$ cat src/rtl/mbw_pkg.sv
package mbw_pkg;
  // Strobes from control to datapath
  typedef struct packed {
    logic sampleEnd;   // latch results this cycle
    logic clearAcc;    // restart all counters at this edge
  } mbw_strb_t;
endpackage

$ cat src/rtl/mbw_sat_acc.sv
module mbw_sat_acc #(
  parameter int W = 32
) (
  input  logic         clk,
  input  logic         rstN,
  input  logic         clear,
  input  logic         inc,
  output logic [W-1:0] cnt,
  output logic [W-1:0] nxt
);
  localparam logic [W-1:0] MAXV = {W{1'b1}};

  // total including this cycle's event, held at the ceiling
  always_comb begin
    if (cnt == MAXV) nxt = cnt;
    else             nxt = cnt + {{(W-1){1'b0}}, inc};
  end

  always_ff @(posedge clk) begin
    if (!rstN)      cnt <= '0;
    else if (clear) cnt <= '0;
    else            cnt <= nxt;
  end
endmodule

$ cat src/rtl/mbw_ctrl.sv
module mbw_ctrl
  import mbw_pkg::*;
#(
  parameter int LEN_W = 16
) (
  input  logic             clk,
  input  logic             rstN,
  input  logic [LEN_W-1:0] intervalLen,
  output mbw_strb_t        strb,
  output logic             done
);
  logic [LEN_W-1:0] cycCnt;
  logic [LEN_W-1:0] lastIdx;
  logic             endNow;

  assign lastIdx = (intervalLen == '0) ? '0 : intervalLen - 1'b1;
  assign endNow  = (cycCnt >= lastIdx);

  always_comb begin
    strb.sampleEnd = endNow;
    strb.clearAcc  = endNow;
  end

  always_ff @(posedge clk) begin
    if (!rstN) begin
      cycCnt <= '0;
      done   <= 1'b0;
    end else begin
      cycCnt <= endNow ? '0 : cycCnt + 1'b1;
      done   <= endNow;
    end
  end
endmodule

$ cat src/rtl/mbw_datapath.sv
module mbw_datapath
  import mbw_pkg::*;
#(
  parameter int NUM_CORES = 2,
  parameter int CNT_W     = 32,
  localparam int SUM_W    = CNT_W + 2,
  localparam int CHIP_W   = SUM_W + 10,
  localparam int CORE_W   = SUM_W + 7
) (
  input  logic                        clk,
  input  logic                        rstN,
  input  mbw_strb_t                   strb,
  input  logic                        rdDispEvt,
  input  logic                        wrDispEvt,
  input  logic                        pfDispEvt,
  input  logic [NUM_CORES-1:0]        coreDemandMissEvt,
  input  logic [NUM_CORES-1:0]        coreOuterMissEvt,
  input  logic [NUM_CORES-1:0]        coreOuterLdMissEvt,
  input  logic [NUM_CORES-1:0]        coreCastoutEvt,
  input  logic [NUM_CORES-1:0]        corePfMissEvt,
  output logic [CHIP_W-1:0]           chipBytes,
  output logic [NUM_CORES*CORE_W-1:0] coreBytes,
  output logic [CNT_W-1:0]            rdAccMon
);
  // ---------------- chip level ----------------
  logic [CNT_W-1:0] rdCnt, wrCnt, pfCnt;
  logic [CNT_W-1:0] rdNxt, wrNxt, pfNxt;
  logic [CNT_W-1:0] chipRdNet;
  logic [SUM_W-1:0] chipSum;

  mbw_sat_acc #(.W(CNT_W)) rdAcc_i (.clk(clk), .rstN(rstN), .clear(strb.clearAcc),
    .inc(rdDispEvt), .cnt(rdCnt), .nxt(rdNxt));
  mbw_sat_acc #(.W(CNT_W)) wrAcc_i (.clk(clk), .rstN(rstN), .clear(strb.clearAcc),
    .inc(wrDispEvt), .cnt(wrCnt), .nxt(wrNxt));
  mbw_sat_acc #(.W(CNT_W)) pfAcc_i (.clk(clk), .rstN(rstN), .clear(strb.clearAcc),
    .inc(pfDispEvt), .cnt(pfCnt), .nxt(pfNxt));

  assign rdAccMon  = rdCnt;
  // prefetch dispatches are also counted as reads: remove them, floor at zero
  assign chipRdNet = (rdNxt >= pfNxt) ? (rdNxt - pfNxt) : '0;
  assign chipSum   = SUM_W'(chipRdNet) + SUM_W'(wrNxt) + SUM_W'(pfNxt);

  always_ff @(posedge clk) begin
    if (!rstN)               chipBytes <= '0;
    else if (strb.sampleEnd) chipBytes <= {chipSum, 10'b0};
  end

  // ---------------- per core ----------------
  for (genvar c = 0; c < NUM_CORES; c++) begin : g_core
    logic [CNT_W-1:0] dmCnt, omCnt, olCnt, coCnt, pmCnt;
    logic [CNT_W-1:0] dmNxt, omNxt, olNxt, coNxt, pmNxt;
    logic [CNT_W-1:0] omNet;
    logic [SUM_W-1:0] coreSum;

    mbw_sat_acc #(.W(CNT_W)) dmAcc_i (.clk(clk), .rstN(rstN), .clear(strb.clearAcc),
      .inc(coreDemandMissEvt[c]), .cnt(dmCnt), .nxt(dmNxt));
    mbw_sat_acc #(.W(CNT_W)) omAcc_i (.clk(clk), .rstN(rstN), .clear(strb.clearAcc),
      .inc(coreOuterMissEvt[c]), .cnt(omCnt), .nxt(omNxt));
    mbw_sat_acc #(.W(CNT_W)) olAcc_i (.clk(clk), .rstN(rstN), .clear(strb.clearAcc),
      .inc(coreOuterLdMissEvt[c]), .cnt(olCnt), .nxt(olNxt));
    mbw_sat_acc #(.W(CNT_W)) coAcc_i (.clk(clk), .rstN(rstN), .clear(strb.clearAcc),
      .inc(coreCastoutEvt[c]), .cnt(coCnt), .nxt(coNxt));
    mbw_sat_acc #(.W(CNT_W)) pmAcc_i (.clk(clk), .rstN(rstN), .clear(strb.clearAcc),
      .inc(corePfMissEvt[c]), .cnt(pmCnt), .nxt(pmNxt));

    // misses other than demand loads, floored at zero, halved on the total
    assign omNet   = (omNxt >= olNxt) ? (omNxt - olNxt) : '0;
    assign coreSum = SUM_W'(dmNxt) + SUM_W'(omNet >> 1)
                   + SUM_W'(coNxt >> 1) + SUM_W'(pmNxt >> 1);

    always_ff @(posedge clk) begin
      if (!rstN)
        coreBytes[c*CORE_W +: CORE_W] <= '0;
      else if (strb.sampleEnd)
        coreBytes[c*CORE_W +: CORE_W] <= {coreSum, 7'b0};
    end
  end
endmodule

$ cat src/rtl/mem_bw_acct.sv
module mem_bw_acct
  import mbw_pkg::*;
#(
  parameter int NUM_CORES = 2,
  parameter int CNT_W     = 32,
  parameter int LEN_W     = 16,
  localparam int CHIP_W   = CNT_W + 12,
  localparam int CORE_W   = CNT_W + 9
) (
  input  logic                        clk,
  input  logic                        rstN,
  input  logic [LEN_W-1:0]            intervalLen,
  input  logic                        rdDispEvt,
  input  logic                        wrDispEvt,
  input  logic                        pfDispEvt,
  input  logic [NUM_CORES-1:0]        coreDemandMissEvt,
  input  logic [NUM_CORES-1:0]        coreOuterMissEvt,
  input  logic [NUM_CORES-1:0]        coreOuterLdMissEvt,
  input  logic [NUM_CORES-1:0]        coreCastoutEvt,
  input  logic [NUM_CORES-1:0]        corePfMissEvt,
  output logic [CHIP_W-1:0]           chipBytes,
  output logic [NUM_CORES*CORE_W-1:0] coreBytes,
  output logic                        done
);
  mbw_strb_t        strb;
  logic [CNT_W-1:0] rdAccMon;

  mbw_ctrl #(.LEN_W(LEN_W)) ctrl_i (
    .clk(clk), .rstN(rstN), .intervalLen(intervalLen), .strb(strb), .done(done));

  mbw_datapath #(.NUM_CORES(NUM_CORES), .CNT_W(CNT_W)) dp_i (
    .clk(clk), .rstN(rstN), .strb(strb),
    .rdDispEvt(rdDispEvt), .wrDispEvt(wrDispEvt), .pfDispEvt(pfDispEvt),
    .coreDemandMissEvt(coreDemandMissEvt), .coreOuterMissEvt(coreOuterMissEvt),
    .coreOuterLdMissEvt(coreOuterLdMissEvt), .coreCastoutEvt(coreCastoutEvt),
    .corePfMissEvt(corePfMissEvt),
    .chipBytes(chipBytes), .coreBytes(coreBytes), .rdAccMon(rdAccMon));
endmodule

$ cat config.mk
export PLATFORM = sky130hd
export DESIGN_NAME = mem_bw_acct
export DESIGN_NICKNAME = d
export VERILOG_FILES = /design/src/rtl/mbw_pkg.sv /design/src/rtl/mbw_sat_acc.sv /design/src/rtl/mbw_ctrl.sv /design/src/rtl/mbw_datapath.sv /design/src/rtl/mem_bw_acct.sv
export SDC_FILE = /design/constraint.sdc
export NUM_CORES = 2
export LEC_CHECK = 0
export BUFFER_PORTS_ARGS = -buffer_cell sky130_fd_sc_hd__buf_2
export CAP_MARGIN = 20
export CORE_MARGIN = 4
export CORE_UTILIZATION = 44
export DETAILED_ROUTE_END_ITERATION = 10
export PLACE_DENSITY_LB_ADDON = 0.08
export SLEW_MARGIN = 20
export SYNTH_ARGS = -nofsm -noshare
export SYNTH_HDL_FRONTEND = slang
export SYNTH_SLANG_ARGS = --single-unit
$ cat constraint.sdc
create_clock -name clk -period 22.9 [get_ports clk]
set_clock_uncertainty 0.1 [all_clocks]
set_input_delay 2.29 -clock clk [delete_from_list [all_inputs] [get_ports clk]]
set_output_delay 2.29 -clock clk [all_outputs]
set_load 0.03 [all_outputs]
Word level (Yosys, flattened, before mapping). Cells that the tools add are included.

Input bits: 31. Output and inout bits: 127. Word-level logic and storage cells: 85. Register bits after elaboration: 535.

Multiplexer cells: 17. Bitwise logic cells: 1. Reduce and logical (&&, ||, !) cells: 2. Equal/unequal tests: 13. Add/sub/neg operators: 26. $lt $le $gt $ge: 4.

Operator list (number): two-way mux 32 bit (16); adder 32 x 1 -> 32 bit (13); equality test 32 bit, second input constant (13); adder 34 x 31 -> 34 bit (4); >= comparator 32 bit (3); subtractor 32 bit (3); adder 32 x 31 -> 33 bit (2); adder 34 x 32 -> 34 bit (1); adder 32 x 32 -> 33 bit (1); adder 16 x 1 -> 16 bit, second input constant (1); >= comparator 16 bit (1); logical NOT 16 bit (1); two-way mux 16 bit (1); subtractor 16 x 1 -> 16 bit, second input constant (1); OR reduction 2 bit (1); NOT 1 bit (1).

Longest topological paths before layout.
Depth after elaboration: 7. Gate-level depth with buffers: 48. Gate-level depth less buffers: 47.

Hierarchy. A second synthesis with hierarchy kept.

Cell total of the unflattened synthesis: 5205. Area, all modules: 43739.4 um2.

By module, submodules not included: mbw_sat_acc (dp_i.g_core[0].omAcc_i ...) (area each 1881.8 um2, instances 10, cells an instance 216, sequential area each 640.6 um2); mbw_datapath (area each 17489.3 um2, instances 1, cells an instance 2123, sequential area each 2042.0 um2); mbw_sat_acc (dp_i.g_core[0].coAcc_i ...) (area each 1961.9 um2, instances 3, cells an instance 248, sequential area each 640.6 um2); mbw_ctrl (area each 1546.5 um2, instances 1, cells an instance 178, sequential area each 340.3 um2).

Least setup slack after synthesis. OpenSTA, ideal clock, no wires.

Kind: input to register. From: in coreOuterMissEvt[1]. To: reg dp_i.coreBytes[77]. Stages: 41. Setup slack: 12307 ps. Arrival time: 10430 ps. Data required time: 22738 ps. Setup time: 62 ps. Path buffers: 1. Path through: ha_1 -> and3_1 -> nand2_1 -> nor3_1 -> nand3_1 -> xnor2_1 -> ha_1 -> a21o_1 -> a21o_1 -> a21oi_1 -> o21ai_0 -> a21o_1 -> a21oi_1 -> o221ai_2 -> a21oi_4 -> o211ai_1 -> a221oi_4 -> buf_6 -> [... 5 more ...] -> o21ai_1 -> o41a_1 -> a21oi_1 -> o21bai_1 -> a21oi_1 -> xor2_1 -> fa_1 -> inv_1 -> ha_1 -> nand3_1 -> nor3_1 -> o21a_1 -> o41ai_1 -> a41oi_1 -> o221a_2 -> o21ai_0 -> mux2_2 -> nand3_1.

Cells in the longest elaborated chain, start to end: 7. Elaborated cells on any way between the ends: 8. Classes of those cells: add/sub: 5; order compare: 1; mux: 2.

Ends and longest elaborated chain: start: declaration (RTL line mem_bw_acct.sv:17) `input logic [NUM_CORES-1:0] coreOuterMissEvt,`; adder 32 x 1 -> 32 bit * (RTL line mbw_sat_acc.sv:16) `else nxt = cnt + {{(W-1){1'b0}}, inc};`; two-way mux 32 bit * (RTL line mbw_sat_acc.sv:15) `if (cnt == MAXV) nxt = cnt;`; named net dp_i.g_core[1].omAcc_i.nxt[9] (RTL line mbw_sat_acc.sv:9) `output logic [W-1:0] nxt`; subtractor 32 bit / >= comparator 32 bit (equally long branches) (RTL line mbw_datapath.sv:67) `assign omNet = (omNxt >= olNxt) ? (omNxt - olNxt) : '0;`; two-way mux 32 bit * (RTL line mbw_datapath.sv:67); adder 32 x 31 -> 33 bit * (RTL line mbw_datapath.sv:68) `assign coreSum = SUM_W'(dmNxt) + SUM_W'(omNet >> 1)`; adder 34 x 31 -> 34 bit * (2 in series) (RTL line mbw_datapath.sv:69) `+ SUM_W'(coNxt >> 1) + SUM_W'(pmNxt >> 1);`; end signal: indexed assignment (RTL line mbw_datapath.sv:75) `coreBytes[c*CORE_W +: CORE_W] <= {coreSum, 7'b0};`; end: declaration (RTL line mbw_datapath.sv:22) `output logic [NUM_CORES*CORE_W-1:0] coreBytes,`.

Mark *: on every way through the listed nets, which the timed path passes. The rest lies on a longest branch. A chain may end at the register's enable or synchronous reset.

Final worst setup path.
From: in pfDispEvt. To: reg dp_i.chipBytes[42].

Cells in the longest elaborated chain, start to end: 6. Elaborated cells on any way between the ends: 7. Classes of those cells: add/sub: 4; order compare: 1; mux: 2.

Ends and longest elaborated chain: start: declaration (RTL line mem_bw_acct.sv:15) `input logic pfDispEvt,`; adder 32 x 1 -> 32 bit * (RTL line mbw_sat_acc.sv:16); two-way mux 32 bit * (RTL line mbw_sat_acc.sv:15); subtractor 32 bit / >= comparator 32 bit (equally long branches) (RTL line mbw_datapath.sv:40) `assign chipRdNet = (rdNxt >= pfNxt) ? (rdNxt - pfNxt) : '0;`; two-way mux 32 bit (RTL line mbw_datapath.sv:40); adder 32 x 32 -> 33 bit (RTL line mbw_datapath.sv:41) `assign chipSum = SUM_W'(chipRdNet) + SUM_W'(wrNxt) + SUM_W'(pfNxt);`; adder 34 x 32 -> 34 bit * (RTL line mbw_datapath.sv:41); end signal: assignment (RTL line mbw_datapath.sv:45) `else if (strb.sampleEnd) chipBytes <= {chipSum, 10'b0};`; end: declaration (RTL line mbw_datapath.sv:21) `output logic [CHIP_W-1:0] chipBytes,`.

Every way passes the cells marked *; elsewhere a longest branch is shown, timed or not.

==> impl_metrics.yaml <==
outcome:
  status: "finished, final reports clean"
logic_synthesis:
  synth_cell_types: 90
  synth.avg_cell_area_um2: 8.01
  ys_seq_elements: 535
  synth_async_sr_flop_share: 0
  syn_area_um2: 39000
  synthCells: 4877
  ys_warn_count: 0
  synth-main-ff-cell: "dfxtp_1"
  seq_area_frac_synth: 0.274
  synth_edf_count: 0
die:
  die-area_um2: 93600
  ios: 158
  die_w_um: 306
  die_h_um: 306
  coreArea_um2: 87400
  row_count: 108
  start_util: 0.447
drt:
  routed.top_layer: "met4"
  wl_per_cell_um: 17.4
  ant_nets: 0
  finalWirelength_mm: 107
  met3WireLength_mm: 4.13
  num_vias: 32900
  m1WireLength_mm: 52.6
  viasPerCell: 5.34
  met2_length_mm: 48.4
  first_pass_iters: 5
  first_iter_violations: 1978
  drcViolationCount: 0
setup_path:
  reg2reg_to: "dp_i.coreBytes[39]"
  worstSetupPathType: "in -> reg"
  endpoint_kind: "flip-flop"
  r2r-start: "dp_i.g_core[0].olAcc_i.cnt[4]"
  crit_path_start: "pfDispEvt"
  r2r_cells: 47
  critPathMaxStageDelay_ns: 0.58
  cp.required_ns: 23.28
  worst_path_max_delay_cell: "a2111oi_0"
  worstPathArrival_ns: 11.86
  crit_fanout: 33
  regToRegSetupSlack_ns: 11.56
  critical_path.startpoint_type: "input pin"
clocking:
  clk_latency_ns: 0.63
  cts_resized: 0
  holdBufCountCts: 0
  cts.sinks: 535
  clk_pin_slew_ns: 0.06
  cts_tree: "done"
  clock_path_buffers: 3
  clock-root-buffer: "clkbuf_16"
  cts_setup_buffers: 0
  htreeDepth: 3
  cts_made_buffers: 67
timing:
  slew_headroom: 0.324
  slew_viol_final: 0
  finalHoldViolCount: 0
  setup_tns_ns: 0
  setup_viol: 0
  post-route-min-period_ns: 11.49
  setup_ws_ns: 11.41
  finalCritPeriodShare: 0.502
  timing.fmax_mhz: 87.1
  worstMarginPinSlew_ns: 1.00
  rsz0062_at_grt: "false"
finish:
  fin_nets: 5392
  layout_common_cells: "632 x nor2_1, 535 x dfxtp_1, 407 x nand2_1"
  multi_input_area_um2: 26800
  final.fill_count: 8623
  seq_area_um2: 10700
  final_core_util: 0.492
  final_common_cell: "nor2_1"
  area_growth_pct: 10.2
  drive_above_1_share: 0.0617
  n_antenna_cell: 0
power_and_ir_drop:
  p_leak_nw: 19.9
  p_comb_frac: 0.301
  sw_frac_of_total: 0.333
  internal_power_mw: 1.97
  p_clk_frac: 0.380
  powerDensity_nw_per_um2: 68.6
  seqPwrFrac: 0.319
  p_sw_mw: 0.984
  peakVddDrop_mv: 0.0613
placement:
  gp_congestion: 0.875
  dp_hpwl_mm: 83.5
  pre_cts_ws_ns: 10.66
  port_buffers: 133
hold_path:
  holdPathStages: 2
  hp-start: "dp_i.chipBytes[26]"
  hold_end: "dp_i.chipBytes[26]"
  hold_path_class: "reg -> reg"
grt:
  grt_pass1_wl_mm: 172
  grtUsageTotal: 0.225
  grt_pass1_vias: 31900
  antenna_found_initial: 0
  grt_max_degree: 173
  overflow: 0
run:
  max_cap_violations: 0
==> metal layers <==
layer	global-route usage	up-vias
met5	0	-
li1	-	17000
met4	0.0548	0
met2	0.370	521
met1	0.314	15300
met3	0.0264	124
==> Yosys cell counts, drive strengths merged, types with 10 or more instances <==
| library cell | number | area (um^2) |
|---|---|---|
| nand3 | 208 | 1040 |
| a21oi | 277 | 1400 |
| inv | 251 | 942 |
| o21bai | 29 | 218 |
| or4 | 14 | 105 |
| fa | 70 | 1400 |
| nor4 | 21 | 146 |
| a211oi | 26 | 208 |
| a21o | 122 | 916 |
| dfxtp | 535 | 10700 |
| nor2 | 634 | 2390 |
| nor2b | 56 | 350 |
| a31oi | 29 | 181 |
| o211ai | 10 | 75.1 |
| mux2i | 17 | 170 |
| nand4 | 110 | 694 |
| clkbuf | 116 | 435 |
| nor3 | 88 | 445 |
| or3 | 32 | 205 |
| nand2 | 408 | 1530 |
| and2 | 147 | 920 |
| and4 | 39 | 342 |
| xor2 | 299 | 2620 |
| and3 | 189 | 1180 |
| or2 | 25 | 156 |
| ha | 327 | 4090 |
| nand2b | 71 | 444 |
| o21a | 41 | 308 |
| o31ai | 13 | 111 |
| buf | 36 | 243 |
| xnor2 | 340 | 2990 |
| a41oi | 13 | 114 |
| o21ai | 153 | 766 |
==> critical path: cells and delay by family <==
kind,cells,cell delay [ns]
AOI/OAI and AO/OA,19,5.19
xor gates and xnor gates,3,0.63
adders and majority gates,5,1.47
buffers and inverters,3,0.60
and+or+nand+nor,12,1.64
==> worst max path at each step <==
stage,endpoint,depth (start not counted)
floorplan,dp_i.coreBytes[77],41
global placement,dp_i.chipBytes[42],42
detailed placement,dp_i.chipBytes[42],38
CTS,dp_i.chipBytes[42],38
global route,dp_i.coreBytes[81],46
finish,dp_i.chipBytes[42],42
==> power by group through the flow <==
stage	registers (mW)	clock network, mW	logic [mW]
3_3_place_gp	0.962	0	0.885
4_1_cts	0.941	1.16	0.891
2_1_floorplan	0.960	0	0.659
3_5_place_dp	0.962	0	0.883
6_report	0.942	1.12	0.890
5_1_grt	0.942	1.20	1.00
==> registers in the layout, summed over array words and instances, names as in the netlist, named ones only <==
name	count
ctrl_i.cycCnt	16
dp_i.g_core.olAcc_i.cnt	63
dp_i.coreBytes	68
dp_i.g_core.omAcc_i.cnt	64
ctrl_i.done	1
dp_i.g_core.pmAcc_i.cnt	64
dp_i.g_core.coAcc_i.cnt	64
dp_i.chipBytes	34
dp_i.wrAcc_i.cnt	32
dp_i.pfAcc_i.cnt	32
dp_i.g_core.dmAcc_i.cnt	64
dp_i.rdAcc_i.cnt	32
==> metrics by stage <==
stage	hold WS (ns)	area, um^2	power (mW)	instances
after floorplan	0.341	39100	1.62	4900
after global placement	0.336	40700	1.85	6050
after detailed placement	0.338	40700	1.84	6050
after CTS	0.347	43000	2.99	6167
after global routing	0.365	43000	3.14	6167
final	0.349	43000	2.95	6167
==> final cells by class <==
type | instances | share of cell area
Clock buffer | 96 | 0.0450
Clock inverter | 21 | 0.00858
Multi-Input combinational cell | 3962 | 0.624
Tap cell | 1155 | 0.0336
Inverter | 251 | 0.0219
Timing Repair Buffer | 147 | 0.0183
Sequential cell | 535 | 0.249
==> logic make-up (layout without fill, tap and decap cells) <==
group,Yosys count,after routing,share of synthesized area
buffers and inverters,403,515,0.0415
muxes,18,18,0.00465
AOI/OAI and AO/OA,817,817,0.135
xor gates and xnor gates,639,639,0.144
adders and majority gates,399,399,0.141
and+or+nand+nor,2065,2065,0.260
other,1,24,0.0000960
DFF,535,535,0.274
Power figures use the tool's default switching activity.
